File: config.mk
export PLATFORM = sky130hd
export DESIGN_NAME = qtask_walker
export DESIGN_NICKNAME = d
export VERILOG_FILES = /design/src/rtl/qtw_pkg.sv /design/src/rtl/qtw_ctrl.sv /design/src/rtl/qtw_data.sv /design/src/rtl/qtask_walker.sv
export SDC_FILE = /design/constraint.sdc
export NUM_CORES = 1
export LEC_CHECK = 0
export ABC_AREA = 0
export BUFFER_PORTS_ARGS = -buffer_cell sky130_fd_sc_hd__buf_2
export CORE_AREA = 2 2 194 196
export DETAILED_ROUTE_END_ITERATION = 8
export DIE_AREA = 0 0 196 198
export PLACE_DENSITY = 0.64
export SETUP_SLACK_MARGIN = 0.4
export SLEW_MARGIN = 20
export SYNTH_ARGS = -nofsm -noshare
export SYNTH_HDL_FRONTEND = slang
export SYNTH_SLANG_ARGS = --single-unit
File: constraint.sdc
create_clock -name clk -period 4.75 [get_ports clk]
set_clock_uncertainty 0.05 [all_clocks]
set_input_delay 0.475 -clock clk [delete_from_list [all_inputs] [get_ports clk]]
set_output_delay 0.475 -clock clk [all_outputs]
set_load 0.02 [all_outputs]
File: src/rtl/qtw_pkg.sv
package qtw_pkg;

  // widest slice of a descriptor the walker ever needs: 4 attr bytes + 8 address bytes
  localparam int RSP_W = 96;
  localparam int LEN_W = 16;

  localparam logic [2:0] ACT_XFER = 3'd4;
  localparam logic [2:0] ACT_TASK = 3'd5;
  localparam logic [2:0] ACT_LINK = 3'd6;

  typedef struct packed {
    logic       vld;
    logic       fin;
    logic [2:0] act;
  } hdr_t;

  typedef struct packed {
    logic ldStart;
    logic ldTask;
    logic ldLink;
    logic ldSeg;
    logic advSeg;
    logic setErr;
  } strobe_t;

  typedef struct packed {
    logic [31:0] blkAddr;
    logic [15:0] blkCnt;
    logic        relWr;
    logic        qbar;
    logic        prio;
    logic        dir;
    logic        dataTag;
    logic [3:0]  ctx;
    logic        forced;
    logic        intr;
  } attr_t;

  typedef enum logic [3:0] {
    S_IDLE, S_TREQ, S_TWAIT, S_LREQ, S_LWAIT, S_XREQ, S_XWAIT, S_SEG, S_DONE
  } state_t;

  function automatic hdr_t hdrOf(input logic [RSP_W-1:0] d);
    hdr_t h;
    h.vld = d[0];
    h.fin = d[1];
    h.act = d[5:3];
    return h;
  endfunction

endpackage

File: src/rtl/qtw_ctrl.sv
module qtw_ctrl
  import qtw_pkg::*;
(
  input  logic    clk,
  input  logic    rstN,
  input  logic    start,
  input  logic    memReqReady,
  input  logic    memRspValid,
  input  hdr_t    hdr,
  input  logic    isDcmd,
  input  logic    segReady,
  input  logic    segLastQ,
  output strobe_t stb,
  output logic    memReqValid,
  output logic    segValid,
  output logic    busy,
  output logic    done
);

  state_t state, stateNxt;

  always_ff @(posedge clk or negedge rstN) begin
    if (!rstN) state <= S_IDLE;
    else       state <= stateNxt;
  end

  always_comb begin
    stateNxt    = state;
    stb         = '0;
    memReqValid = 1'b0;
    segValid    = 1'b0;
    done        = 1'b0;
    unique case (state)
      S_IDLE: begin
        if (start) begin
          stb.ldStart = 1'b1;
          stateNxt    = S_TREQ;
        end
      end
      S_TREQ: begin
        memReqValid = 1'b1;
        if (memReqReady) stateNxt = S_TWAIT;
      end
      S_TWAIT: begin
        if (memRspValid) begin
          if (hdr.vld && hdr.act == ACT_TASK) begin
            stb.ldTask = 1'b1;
            stateNxt   = S_LREQ;
          end else begin
            stb.setErr = 1'b1;
            stateNxt   = S_DONE;
          end
        end
      end
      S_LREQ: begin
        memReqValid = 1'b1;
        if (memReqReady) stateNxt = S_LWAIT;
      end
      S_LWAIT: begin
        if (memRspValid) begin
          if (isDcmd) begin
            stb.setErr = !(!hdr.vld && hdr.fin);
            stateNxt   = S_DONE;
          end else if (hdr.vld && hdr.act == ACT_LINK) begin
            stb.ldLink = 1'b1;
            stateNxt   = S_XREQ;
          end else begin
            stb.setErr = 1'b1;
            stateNxt   = S_DONE;
          end
        end
      end
      S_XREQ: begin
        memReqValid = 1'b1;
        if (memReqReady) stateNxt = S_XWAIT;
      end
      S_XWAIT: begin
        if (memRspValid) begin
          if (hdr.vld && hdr.act == ACT_XFER) begin
            stb.ldSeg = 1'b1;
            stateNxt  = S_SEG;
          end else begin
            stb.setErr = 1'b1;
            stateNxt   = S_DONE;
          end
        end
      end
      S_SEG: begin
        segValid = 1'b1;
        if (segReady) begin
          if (segLastQ) begin
            stateNxt = S_DONE;
          end else begin
            stb.advSeg = 1'b1;
            stateNxt   = S_XREQ;
          end
        end
      end
      S_DONE: begin
        done     = 1'b1;
        stateNxt = S_IDLE;
      end
      default: stateNxt = S_IDLE;
    endcase
  end

  assign busy = (state != S_IDLE);

endmodule

File: src/rtl/qtw_data.sv
module qtw_data
  import qtw_pkg::*;
#(
  parameter int ADDR_W    = 64,
  parameter int NUM_SLOTS = 32,
  localparam int TAG_W    = $clog2(NUM_SLOTS)
) (
  input  logic              clk,
  input  logic              rstN,
  input  strobe_t           stb,
  input  logic [TAG_W-1:0]  tagIn,
  input  logic [ADDR_W-1:0] baseAddr,
  input  logic              cfgBigTask,
  input  logic              cfgWide,
  input  logic              cfgShortXfer,
  input  logic [RSP_W-1:0]  memRspData,
  output logic [ADDR_W-1:0] memReqAddr,
  output hdr_t              hdr,
  output logic              isDcmd,
  output logic [TAG_W-1:0]  curTag,
  output logic [ADDR_W-1:0] segAddr,
  output logic [LEN_W-1:0]  segLen,
  output logic              segLast,
  output logic              err,
  output logic [TAG_W-1:0]  errTag,
  output logic              attrValid,
  output attr_t             attr
);

  localparam logic [TAG_W-1:0] DCMD_TAG = TAG_W'(NUM_SLOTS - 1);

  logic [ADDR_W-1:0] curAddr;
  logic [TAG_W-1:0]  tagQ;
  logic              bigQ, wideQ, shortQ;

  // slot stride chosen from the configuration presented with start
  logic [5:0]        strideIn;
  logic [ADDR_W-1:0] slotAddr;
  assign strideIn = (cfgBigTask ? 6'd16 : 6'd8) + (cfgWide ? 6'd16 : 6'd8);
  assign slotAddr = baseAddr + ADDR_W'(tagIn) * ADDR_W'(strideIn);

  // descriptor sizes of the walk in progress
  logic [4:0] taskLen, xferLen;
  assign taskLen = bigQ ? 5'd16 : 5'd8;
  assign xferLen = !wideQ ? 5'd8 : (shortQ ? 5'd12 : 5'd16);

  // pointer field at byte offset 4, sized by the addressing mode
  logic [63:0]       ptr64;
  logic [ADDR_W-1:0] ptrAddr;
  assign ptr64 = wideQ ? memRspData[95:32] : {32'b0, memRspData[63:32]};

  generate
    if (ADDR_W > 64) begin : g_ptrWide
      assign ptrAddr = {{(ADDR_W-64){1'b0}}, ptr64};
    end else if (ADDR_W == 64) begin : g_ptrEq
      assign ptrAddr = ptr64;
    end else begin : g_ptrNarrow
      assign ptrAddr = ptr64[ADDR_W-1:0];
    end
  endgenerate

  attr_t attrD;
  always_comb begin
    attrD.blkAddr = memRspData[63:32];
    attrD.blkCnt  = memRspData[31:16];
    attrD.relWr   = memRspData[15];
    attrD.qbar    = memRspData[14];
    attrD.prio    = memRspData[13];
    attrD.dir     = memRspData[12];
    attrD.dataTag = memRspData[11];
    attrD.ctx     = memRspData[10:7];
    attrD.forced  = memRspData[6];
    attrD.intr    = memRspData[2];
  end

  always_ff @(posedge clk or negedge rstN) begin
    if (!rstN) begin
      curAddr   <= '0;
      tagQ      <= '0;
      bigQ      <= 1'b0;
      wideQ     <= 1'b0;
      shortQ    <= 1'b0;
      attr      <= '0;
      attrValid <= 1'b0;
      segAddr   <= '0;
      segLen    <= '0;
      segLast   <= 1'b0;
      err       <= 1'b0;
      errTag    <= '0;
    end else begin
      if (stb.ldStart) begin
        curAddr   <= slotAddr;
        tagQ      <= tagIn;
        bigQ      <= cfgBigTask;
        wideQ     <= cfgWide;
        shortQ    <= cfgShortXfer;
        attrValid <= 1'b0;
        err       <= 1'b0;
      end
      if (stb.ldTask) begin
        attr      <= attrD;
        attrValid <= 1'b1;
        curAddr   <= curAddr + ADDR_W'(taskLen);
      end
      if (stb.ldLink) curAddr <= ptrAddr;
      if (stb.ldSeg) begin
        segAddr <= ptrAddr;
        segLen  <= memRspData[31:16];
        segLast <= memRspData[1];
      end
      if (stb.advSeg) curAddr <= curAddr + ADDR_W'(xferLen);
      if (stb.setErr) begin
        err    <= 1'b1;
        errTag <= tagQ;
      end
    end
  end

  assign memReqAddr = curAddr;
  assign hdr        = hdrOf(memRspData);
  assign isDcmd     = (tagQ == DCMD_TAG);
  assign curTag     = tagQ;

endmodule

File: src/rtl/qtask_walker.sv
module qtask_walker
  import qtw_pkg::*;
#(
  parameter int ADDR_W    = 64,
  parameter int NUM_SLOTS = 32,
  localparam int TAG_W    = $clog2(NUM_SLOTS)
) (
  input  logic              clk,
  input  logic              rstN,
  input  logic              start,
  input  logic [TAG_W-1:0]  tagIn,
  input  logic [ADDR_W-1:0] baseAddr,
  input  logic              cfgBigTask,
  input  logic              cfgWide,
  input  logic              cfgShortXfer,
  output logic              memReqValid,
  output logic [ADDR_W-1:0] memReqAddr,
  input  logic              memReqReady,
  input  logic              memRspValid,
  input  logic [95:0]       memRspData,
  output logic              segValid,
  output logic [ADDR_W-1:0] segAddr,
  output logic [15:0]       segLen,
  output logic              segLast,
  input  logic              segReady,
  output logic              busy,
  output logic              done,
  output logic              err,
  output logic [TAG_W-1:0]  errTag,
  output logic              attrValid,
  output logic [15:0]       taskBlkCnt,
  output logic [31:0]       taskBlkAddr,
  output logic [3:0]        taskCtx,
  output logic              taskDir,
  output logic              taskPrio,
  output logic              taskRelWr,
  output logic              taskForced,
  output logic              taskDataTag,
  output logic              taskQbar,
  output logic              taskIntr
);

  strobe_t          stb;
  hdr_t             hdr;
  logic             isDcmd;
  logic [TAG_W-1:0] curTag;
  attr_t            attr;

  qtw_ctrl i_ctrl (
    .clk        (clk),
    .rstN       (rstN),
    .start      (start),
    .memReqReady(memReqReady),
    .memRspValid(memRspValid),
    .hdr        (hdr),
    .isDcmd     (isDcmd),
    .segReady   (segReady),
    .segLastQ   (segLast),
    .stb        (stb),
    .memReqValid(memReqValid),
    .segValid   (segValid),
    .busy       (busy),
    .done       (done)
  );

  qtw_data #(.ADDR_W(ADDR_W), .NUM_SLOTS(NUM_SLOTS)) i_data (
    .clk         (clk),
    .rstN        (rstN),
    .stb         (stb),
    .tagIn       (tagIn),
    .baseAddr    (baseAddr),
    .cfgBigTask  (cfgBigTask),
    .cfgWide     (cfgWide),
    .cfgShortXfer(cfgShortXfer),
    .memRspData  (memRspData),
    .memReqAddr  (memReqAddr),
    .hdr         (hdr),
    .isDcmd      (isDcmd),
    .curTag      (curTag),
    .segAddr     (segAddr),
    .segLen      (segLen),
    .segLast     (segLast),
    .err         (err),
    .errTag      (errTag),
    .attrValid   (attrValid),
    .attr        (attr)
  );

  assign taskBlkCnt  = attr.blkCnt;
  assign taskBlkAddr = attr.blkAddr;
  assign taskCtx     = attr.ctx;
  assign taskDir     = attr.dir;
  assign taskPrio    = attr.prio;
  assign taskRelWr   = attr.relWr;
  assign taskForced  = attr.forced;
  assign taskDataTag = attr.dataTag;
  assign taskQbar    = attr.qbar;
  assign taskIntr    = attr.intr;

endmodule

==> flow_summary_export.csv, run 1 <==
group,metric,value,unit
drt,vias_per_cell,5.939,
placement,dp_hpwl,45.96,mm
yosys,synth_edf_count,0,
placement,dp_slack,-0.03486,ns
die,die_area,38810,um2
sta,setup_viol,0,
worst_setup_path,path_class,"in2reg",
die,initial_core_util,39.27,%
sta,fin_tns_setup,0,ns
worst_setup_path,critPathRequiredTime,5.15,ns
grt,antenna_found_initial,7,
cells_and_area,area_growth,23.36,%
cells_and_area,drive_gt1_share,26.67,%
yosys,syn_inst,1740,
die,die_w,196,um
clocking,numCtsBuffers,27,
clocking,cts_max_level,1,
placement,numPortBuffers,388,
sta,slew_headroom,25.57,%
grt,grt_pass1_wl,90.85,mm
yosys,syn_nets,1950,
yosys,syn_area,14510,um2
sta,clock.fmax,0.2390,GHz
pwr,power_leakage,8.502,nW
sta,period_needed,4.184,ns
worst_setup_path,crit_arrival,4.58,ns
grt,grt_use_total,30.72,%
clocking,clk_pin_slew,0.06,ns
run_status,status,"complete, no violations",
die,die_h,198,um
clocking,clockRootBuffer,"clkbuf_16",
yosys,avgSynthCellArea,8.341,um2
yosys,ys_seq_area_share,38.45,%
worst_setup_path,cp_max_fo,7,
run,max-cap-violations,0,
worst_setup_path,end_kind,"flip-flop",
drt,wl_per_cell,23.69,um
cells_and_area,fin_area,17900,um2
sta,rsz0062_at_grt,"no",
cells_and_area,final_cell_count_no_fill,2575,
sta,worstMarginPinSlew,1.110,ns
sta,min_period_over_period,88.09,%
drt,drt_iter0_markers,1564,
clocking,cts_tree,"done",
placement,dpl_cell_area,16940,um2
sta,drv_slew,0,
grt,grt_overflow,0,
yosys,yosysWarningCount,0,
placement,placed_cells,2522,
worst_hold_path,min_path_type,"in2reg",
sta,hold_viol,0,
yosys,synth_seq_cells,223,
cells_and_area,final.fill_count,3682,
die,num_rows,71,
clocking,cts_buffer_depth,3,
sta,layout_setup_ws,0.5658,ns
yosys,async_flop_share,100.0,%
grt,grt_max_degree,108,
pwr,ir_worst_vdd,0.0002559,V
yosys,synth_cell_types,84,
clocking,worst_skew_pair.late_latency,0.57,ns
die,ios,389,
placement,place_congestion,1.014,
cells_and_area,layout.nets,2288,
drt,firstDrtPassIters,6,
die,core_area,36960,um2
grt,grt_pass1_vias,14380,
drt,antenna_left,0,
pwr,powerDensity,530.2,nW/um2
clocking,clock_sinks,223,
clocking,post-cts-setup-buffers,0,
drt,wirelength,60.99,mm
drt,drc,0,
drt,vias,15290,
worst_setup_path,setup.worst_path.start_class,"input pin",
yosys,synth-main-ff-cell,"dfrtp_1",
-- power by group --
part	switching (mW)	total, mW	internal, mW
clock	0.864	2.22	1.36
combinational	2.56	3.94	1.38
sequential	0.905	3.33	2.42
-- worst max-delay path, cell delays in order --
cell      delay [ns]
buf_2           0.13
ha_2            0.22
nor2b_1         0.17
fa_1            0.44
ha_1            0.22
fa_1            0.53
inv_1           0.06
fa_1            0.44
nand2b_1        0.18
a21o_1          0.22
a2111o_2        0.60
nor3_4          0.32
nand3_1         0.14
xnor2_1         0.16
a211o_1         0.29
-- routing by layer --
metal | global-route usage, % | share of wire (%)
met2 | 46.72 | 43
met5 | 0 | 0.034
met1 | 41.55 | 41
met3 | 8.431 | 11
met4 | 11.90 | 4.1
-- metrics by stage --
stage	hold slack (ns)	power (mW)	util (%)
floorplan	0.1294	5.557	-
global placement	0.4013	7.149	45.84
detailed placement	0.4066	7.193	45.84
CTS	0.03244	9.449	48.40
global route	0.05064	9.969	48.41
finish	0.05033	9.492	48.45
-- final timing paths --
kind	slack, ns	cells past startpoint	start	end
setup / recovery	0.57	15	cfgBigTask	i_data.memReqAddr[63]
hold / removal	0.05	3	memRspData[9]	i_data.attr[4]
setup reg to reg	1.19	11	i_data.memReqAddr[3]	i_data.memReqAddr[47]
hold reg to reg	0.42	2	i_data.attr[9]	i_data.attr[9]
max in group asynchronous	3.00	3	rstN	i_data.memReqAddr[1]
min in group asynchronous	0.47	2	rstN	i_data.memReqAddr[55]
-- Yosys cell counts (37+ instances only) --
library cell    n  area, um2
nand4_1        62      387.9
nor2_1         96      360.4
nor3_1         47      235.2
xnor2_1        57      499.2
o21ai_0       112      560.5
mux2_2         53      596.8
dfrtp_1       223       5580
a21oi_1        71      355.3
xor2_1         46      402.9
inv_1          37      138.9
nand2_1       386       1449
nand3_1        75      375.4
clkbuf_1       71      266.5
-- sequential cells by signal, indices dropped and copies added, names as in the netlist, 4 cells and up --
register and flops:
i_ctrl.state 4, i_data.attr 59, i_data.curTag 5, i_data.errTag 5, i_data.memReqAddr 64, i_data.segAddr 64, i_data.segLen 16
-- cell families after synthesis --
| group | count (synthesis) | synth area share (%) |
|---|---|---|
| xor+xnor | 103 | 6.216 |
| flops | 223 | 38.45 |
| simple gates | 818 | 27.36 |
| buf+inv | 148 | 4.121 |
| mux | 59 | 4.526 |
| compound gates | 353 | 15.66 |
| fa+ha+maj | 36 | 3.673 |
-- cell usage in the layout (no fill, tap or decap), types with 53 or more instances in the layout --
| cell type | instances |
|---|---|
| buf_2 | 387 |
| nand2_1 | 385 |
| nand3_1 | 75 |
| nor2_1 | 95 |
| nand4_1 | 62 |
| dfrtp_1 | 223 |
| mux2_2 | 53 |
| a21oi_1 | 71 |
| xnor2_1 | 57 |
| o21ai_0 | 112 |
-- final cells by class --
| cell class | instances | area (um2) | share of cell area [%] |
|---|---|---|---|
| multi-input cells | 1369 | 8422 | 47.04 |
| flip-flops and latches | 223 | 5580 | 31.17 |
| repair buffers | 420 | 2220 | 12.40 |
| clock buffers | 38 | 787.0 | 4.396 |
| well taps | 474 | 593.1 | 3.313 |
| clock inverters | 9 | 150.1 | 0.8386 |
| inverters | 37 | 138.9 | 0.7757 |
| diodes | 5 | 12.51 | 0.06989 |
-- what timing repair did --
action / in CTS / in global routing
hold buffers: 1 / 0
endpoints found under the setup margin: 0 / 5
hold endpoints to repair: 82 / 0
resized for setup: 0 / 3
Note: power is estimated with default switching activity, not from simulation.
==> run 2: changes to the inputs <==
--- a/config.mk
+++ b/config.mk
@@ -10,7 +10,7 @@
 export CORE_AREA = 2 2 194 196
 export DETAILED_ROUTE_END_ITERATION = 8
 export DIE_AREA = 0 0 196 198
-export PLACE_DENSITY = 0.64
+export PLACE_DENSITY = 0.75
 export SETUP_SLACK_MARGIN = 0.4
 export SLEW_MARGIN = 20
 export SYNTH_ARGS = -nofsm -noshare
==> constraint.sdc (replaced) <==
create_clock -name clk -period 3.62 [get_ports clk]
set_clock_uncertainty 0.05 [all_clocks]
set_input_delay 0.362 -clock clk [delete_from_list [all_inputs] [get_ports clk]]
set_output_delay 0.362 -clock clk [all_outputs]
set_load 0.02 [all_outputs]
==> flow_summary_export.csv, run 2 (synthesis results as in run 1) <==
group,metric,value,unit
run_status,status,"finished with violations",
run_status,violations,"setup timing",
placement,place_congestion,1.006,
worst_setup_path,end_kind,"flip-flop",
grt,grt_pass1_vias,15530,
drt,drt_iter0_markers,1822,
grt,grt_busiest_layer,"met2",
sta,holdWs,0.01338,ns
die,num_rows,71,
worst_setup_path,cp_max_fo,3,
clocking,clk_pin_slew,0.06,ns
cells_and_area,layout.nets,2429,
die,die_w,196,um
grt,antenna_found_initial,3,
pwr,power_leakage,9.540,nW
grt,grt_overflow,0,
sta,setup_viol,52,
worst_setup_path,cp_top_family,"adder cells",
worst_setup_path,critPathCapture,"i_data.memReqAddr[30]",
clocking,worst_skew_pair.late_latency,0.57,ns
grt,grt_pass1_wl,93.98,mm
sta,drv_slew,0,
worst_setup_path,r2r-start,"i_data.wideQ",
placement,dp_hpwl,46.45,mm
pwr,ir_worst_vdd,0.0005129,V
die,core_area,36960,um2
grt,grt_use_total,31.43,%
die,initial_core_util,39.27,%
grt,met2_usage,48.99,%
cells_and_area,register_area,5580,um2
worst_setup_path,worst-path-buf-inv,5,
placement,placed_cells,2583,
cells_and_area,area_growth,36.68,%
clocking,cts_max_level,1,
die,die_area,38810,um2
drt,vias,16190,
cells_and_area,drive_gt1_share,32.53,%
clocking,numCtsBuffers,28,
grt,grt_max_degree,87,
run,max-cap-violations,0,
pwr,powerDensity,644.9,nW/um2
clocking,cts_buffer_depth,3,
die,die_h,198,um
worst_setup_path,worstSetupStartpoint,"cfgWide",
clocking,clock_sinks,223,
clocking,clockRootBuffer,"clkbuf_16",
sta,hold_viol,0,
worst_setup_path,crit_arrival,4.31,ns
clocking,cts_tree,"done",
sta,rsz0062_at_grt,"yes",
cells_and_area,final_cell_mix,"385 x buf_2, 378 x nand2_1, 223 x dfrtp_1, 99 x o21ai_0, 91 x buf_4",
sta,clock.fmax,0.2540,GHz
worst_setup_path,path_depth,18,
cells_and_area,multi_input_area,9059,um2
cells_and_area,final_util,53.68,%
drt,drc,0,
sta,period_needed,3.937,ns
sta,layout_setup_ws,-0.3171,ns
worst_setup_path,r2r-end,"i_data.memReqAddr[54]",
sta,slew_headroom,36.71,%
worst_setup_path,setup.worst_path.start_class,"input pin",
worst_setup_path,path_class,"in2reg",
die,ios,389,
drt,vias_per_cell,5.962,
worst_setup_path,r2r_setup_slack,0.02,ns
worst_hold_path,min_path_type,"in2reg",
worst_setup_path,path_cells,"buf_8, ha_4, nand2_2, fa_1, fa_1, fa_1, inv_2, ha_4, buf_6, o211ai_1, o211ai_1, buf_4, buf_6, nand4_1, or2_4, nor3_2, xnor2_1, o211ai_1",
cells_and_area,final_common_cell,"buf_2",
drt,wirelength,62.86,mm
grt,met1_usage,41.68,%
worst_setup_path,critPathMaxStageDelay,0.52,ns
pwr,power,12.79,mW
drt,wl_per_cell,23.15,um
grt,gr-usage-met3,7.971,%
sta,min_period_over_period,108.8,%
placement,numPortBuffers,388,
worst_setup_path,critPathRequiredTime,3.99,ns
worst_setup_path,worst_path_max_delay_cell,"fa_1",
worst_setup_path,r2r.worst_path.cells,10,
sta,worstMarginPinSlew,0.9421,ns
drt,antenna_left,0,
cells_and_area,final.fill_count,3344,
cells_and_area,final_cell_count_no_fill,2716,
drt,firstDrtPassIters,7,
==> run 2: cell types whose count changed in the layout (fill, tap and decap cells not counted), moves of 10 or more <==
cell	delta
xnor2_1	-13
xnor2_2	+11
o21ai_1	+10
dlygate4sd3_1	+51
buf_6	+21
buf_4	+62
o21ai_0	-13
==> run 2: how the worst min path moves through the flow <==
stage,start,to,slack [ns],cells after the start
after floorplan,rstN,i_ctrl.state[0],0.02,0
after global placement,rstN,i_data.segAddr[52],0.35,1
after detailed placement,rstN,i_data.segAddr[50],0.36,1
after CTS,memRspData[40],i_data.attr[35],0.0008,3
after global routing,memRspData[77],i_data.segAddr[45],0.02,3
final,memRspData[40],i_data.attr[35],0.01,3
==> run 2: power breakdown <==
| group | total [mW] | switching, mW | internal [mW] |
|---|---|---|---|
| combinational | 5.72 | 3.62 | 2.10 |
| sequential | 4.33 | 1.15 | 3.18 |
| clock | 2.74 | 1.18 | 1.57 |
==> run 2: final cells by class <==
type | instances | share of cell area (%)
flip-flops and latches | 223 | 28.13
repair buffers | 560 | 18.01
clock inverters | 16 | 0.6497
diodes | 1 | 0.01262
clock buffers | 36 | 3.841
multi-input cells | 1369 | 45.67
inverters | 37 | 0.7001
well taps | 474 | 2.990
==> run 2: what timing repair did <==
item,CTS,global route
pin swaps,46,47
endpoints found under the hold margin,150,0
hold buffers,52,0
setup endpoints to repair,53,56
buffers inserted,14,14
gates resized for setup,73,51
==> run 2: stage by stage <==
| step | setup TNS, ns | worst slack [ns] | instance area [um2] |
|---|---|---|---|
| 6_report | -10.69 | -0.3171 | 19840 |
| 3_3_place_gp | -33.38 | -0.8253 | 17560 |
| 4_1_cts | -4.363 | -0.2116 | 19460 |
| 2_1_floorplan | -11.62 | -0.4966 | 14680 |
| 5_1_grt | -17.51 | -0.4854 | 19830 |
| 3_5_place_dp | -37.43 | -0.9073 | 17560 |
==> run 2: per-layer routing <==
metal	vias to the layer above	share of wire (%)
met2	964	45
met1	7849	40
met3	186	11
met5	-	0.040
met4	4	5.1
li1	7190	-
==> run 2: worst reg2reg max path, delay by kind of cell, from the launching register on <==
kind	cells	cell delay [ns]
DFF	1	0.42
AOI/OAI and AO/OA	4	1.18
adders and majority gates	2	0.50
and+or+nand+nor	4	1.39
==> run 3: changes to the inputs <==
--- a/config.mk
+++ b/config.mk
@@ -11,6 +11,7 @@
 export DETAILED_ROUTE_END_ITERATION = 8
 export DIE_AREA = 0 0 196 198
 export PLACE_DENSITY = 0.75
+export REMOVE_ABC_BUFFERS = 1
 export SETUP_SLACK_MARGIN = 0.4
 export SLEW_MARGIN = 20
 export SYNTH_ARGS = -nofsm -noshare
==> flow_summary_export.csv, run 3 (synthesis results as in run 1) <==
group,metric,value,unit
pwr,ir_worst_vdd,0.0003931,V
placement,dp_slack,-1.145,ns
cells_and_area,area_growth,37.95,%
clocking,cts_max_level,1,
drt,vias,16170,
sta,drv_slew,0,
sta,min_period_over_period,108.7,%
worst_setup_path,path_cells,"buf_8, ha_4, nand2b_4, fa_1, fa_1, fa_1, inv_2, ha_4, o211ai_1, o211ai_1, buf_4, buf_6, nand4_1, buf_4, nor4_4, xor2_1, nand2_1, a31oi_1",
worst_setup_path,setup.worst_path.start_class,"input pin",
sta,slew_headroom,45.55,%
sta,rsz0062_at_grt,"yes",
placement,place_congestion,0.9767,
drt,drc,0,
sta,worstMarginPinSlew,0.8082,ns
worst_setup_path,crit_arrival,4.38,ns
grt,grt_pass1_wl,94.25,mm
drt,drt_iter0_markers,1833,
grt,antenna_found_initial,9,
clocking,cts_tree,"done",
run,max-cap-violations,0,
cells_and_area,final_common_cell,"buf_2",
clocking,worst_skew_pair.late_latency,0.58,ns
worst_setup_path,path_class,"in2reg",
sta,hold_viol,0,
die,ios,389,
cells_and_area,drive_gt1_share,32.31,%
sta,fin_tns_setup,-5.737,ns
drt,antenna_left,0,
grt,grt_pass1_vias,15360,
clocking,numCtsBuffers,27,
worst_setup_path,critPathRequiredTime,4.07,ns
clocking,cts_buffer_depth,3,
placement,dp_hpwl,45.20,mm
worst_setup_path,end_kind,"flip-flop",
run_status,status,"finished with violations",
cells_and_area,final_cell_mix,"385 x buf_2, 379 x nand2_1, 223 x dfrtp_1, 102 x o21ai_0, 87 x nor2_1",
sta,period_needed,3.934,ns
worst_setup_path,cp_max_fo,3,
clocking,clk_pin_slew,0.06,ns
sta,clock.fmax,0.2542,GHz
cells_and_area,fin_area,20020,um2
die,die_w,196,um
worst_hold_path,min_path_type,"in2reg",
pwr,power_leakage,9.627,nW
sta,layout_setup_ws,-0.3144,ns
placement,dpl_cell_area,17450,um2
die,num_rows,71,
placement,placed_cells,2589,
run_status,violations,"setup timing",
sta,setup_viol,42,
cells_and_area,layout.nets,2430,
grt,grt_overflow,0,
placement,numPortBuffers,388,
die,die_h,198,um
drt,vias_per_cell,5.946,
worst_setup_path,worst_path_max_delay_cell,"fa_1",
drt,firstDrtPassIters,6,
grt,grt_max_degree,116,
clocking,clock_sinks,223,
clocking,clockRootBuffer,"clkbuf_16",
worst_setup_path,critPathMaxStageDelay,0.53,ns
die,initial_core_util,39.27,%
pwr,power,13.15,mW
drt,wl_per_cell,23.29,um
cells_and_area,final.fill_count,3366,
die,core_area,36960,um2
worst_setup_path,crit_path_frequent_cell,"fa_1",
drt,wirelength,63.36,mm
die,die_area,38810,um2
pwr,powerDensity,656.8,nW/um2
grt,grt_use_total,31.69,%
cells_and_area,final_cell_count_no_fill,2720,
==> run 3: changes by cell type in the layout (fill, tap and decap cells not counted), moves of 5 or more <==
| cell | change |
|---|---|
| ha_1 | -5 |
| bufinv_16 | +7 |
| buf_4 | -7 |
| dlygate4sd3_1 | +9 |
==> run 3: what timing repair did <==
| action | CTS | global route |
|---|---|---|
| endpoints found under the setup margin | 55 | 53 |
| buffers inserted | 8 | 7 |
| hold endpoints to repair | 169 | 0 |
| resized for setup | 98 | 62 |
| hold buffers | 61 | 0 |
| pin swaps | 76 | 58 |
==> run 3: critical path: cells and delay by family <==
family | cells | cell delay [ns]
fa+ha+maj | 5 | 1.92
simple gates | 4 | 0.63
compound gates | 3 | 0.60
buf+inv | 5 | 0.66
xor+xnor | 1 | 0.20
==> run 3: where the power goes <==
part	total (mW)	switching, mW	internal [mW]
sequential	4.26	1.08	3.18
combinational	5.71	3.63	2.08
clock	3.18	1.21	1.97
total	13.2	5.92	7.23
==> run 3: layer usage <==
metal / part of all wire (%) / vias to the layer above / global-route usage [%]
li1: - / 7202 / -
met2: 45 / 990 / 49.52
met4: 4.2 / 6 / 13.22
met5: 0.051 / - / 0
met3: 11 / 176 / 7.971
met1: 40 / 7798 / 41.95
==> run 3: final cells by class <==
| class | instances | area (um2) | share of cell area (%) |
|---|---|---|---|
| well taps | 474 | 593.1 | 2.962 |
| repair buffers | 562 | 3627 | 18.12 |
| clock buffers | 31 | 700.7 | 3.500 |
| diodes | 5 | 12.51 | 0.06250 |
| multi-input cells | 1369 | 9045 | 45.18 |
| clock inverters | 19 | 322.8 | 1.612 |
| flip-flops and latches | 223 | 5580 | 27.87 |
| inverters | 37 | 138.9 | 0.6937 |
==> run 3: worst paths after layout <==
kind	from	endpoint	slack (ns)	cells past startpoint
setup / recovery	cfgWide	i_data.memReqAddr[56]	-0.31	18
hold / removal	memRspData[77]	i_data.segAddr[45]	0.01	3
setup reg to reg	i_data.wideQ	i_data.memReqAddr[54]	0.35	10
hold reg to reg	i_data.attr[5]	i_data.attr[5]	0.42	2
max in group asynchronous	rstN	i_data.segLen[12]	2.34	3
min in group asynchronous	rstN	i_data.segAddr[62]	0.29	2
==> run 3: per-stage QoR <==
step                hold slack [ns]  utilization, %
finish                      0.01406           54.17
global route                0.01878           54.17
CTS                        0.003398           53.12
detailed placement           0.3475           47.23
global placement             0.3392           47.23
floorplan                   0.01641               -
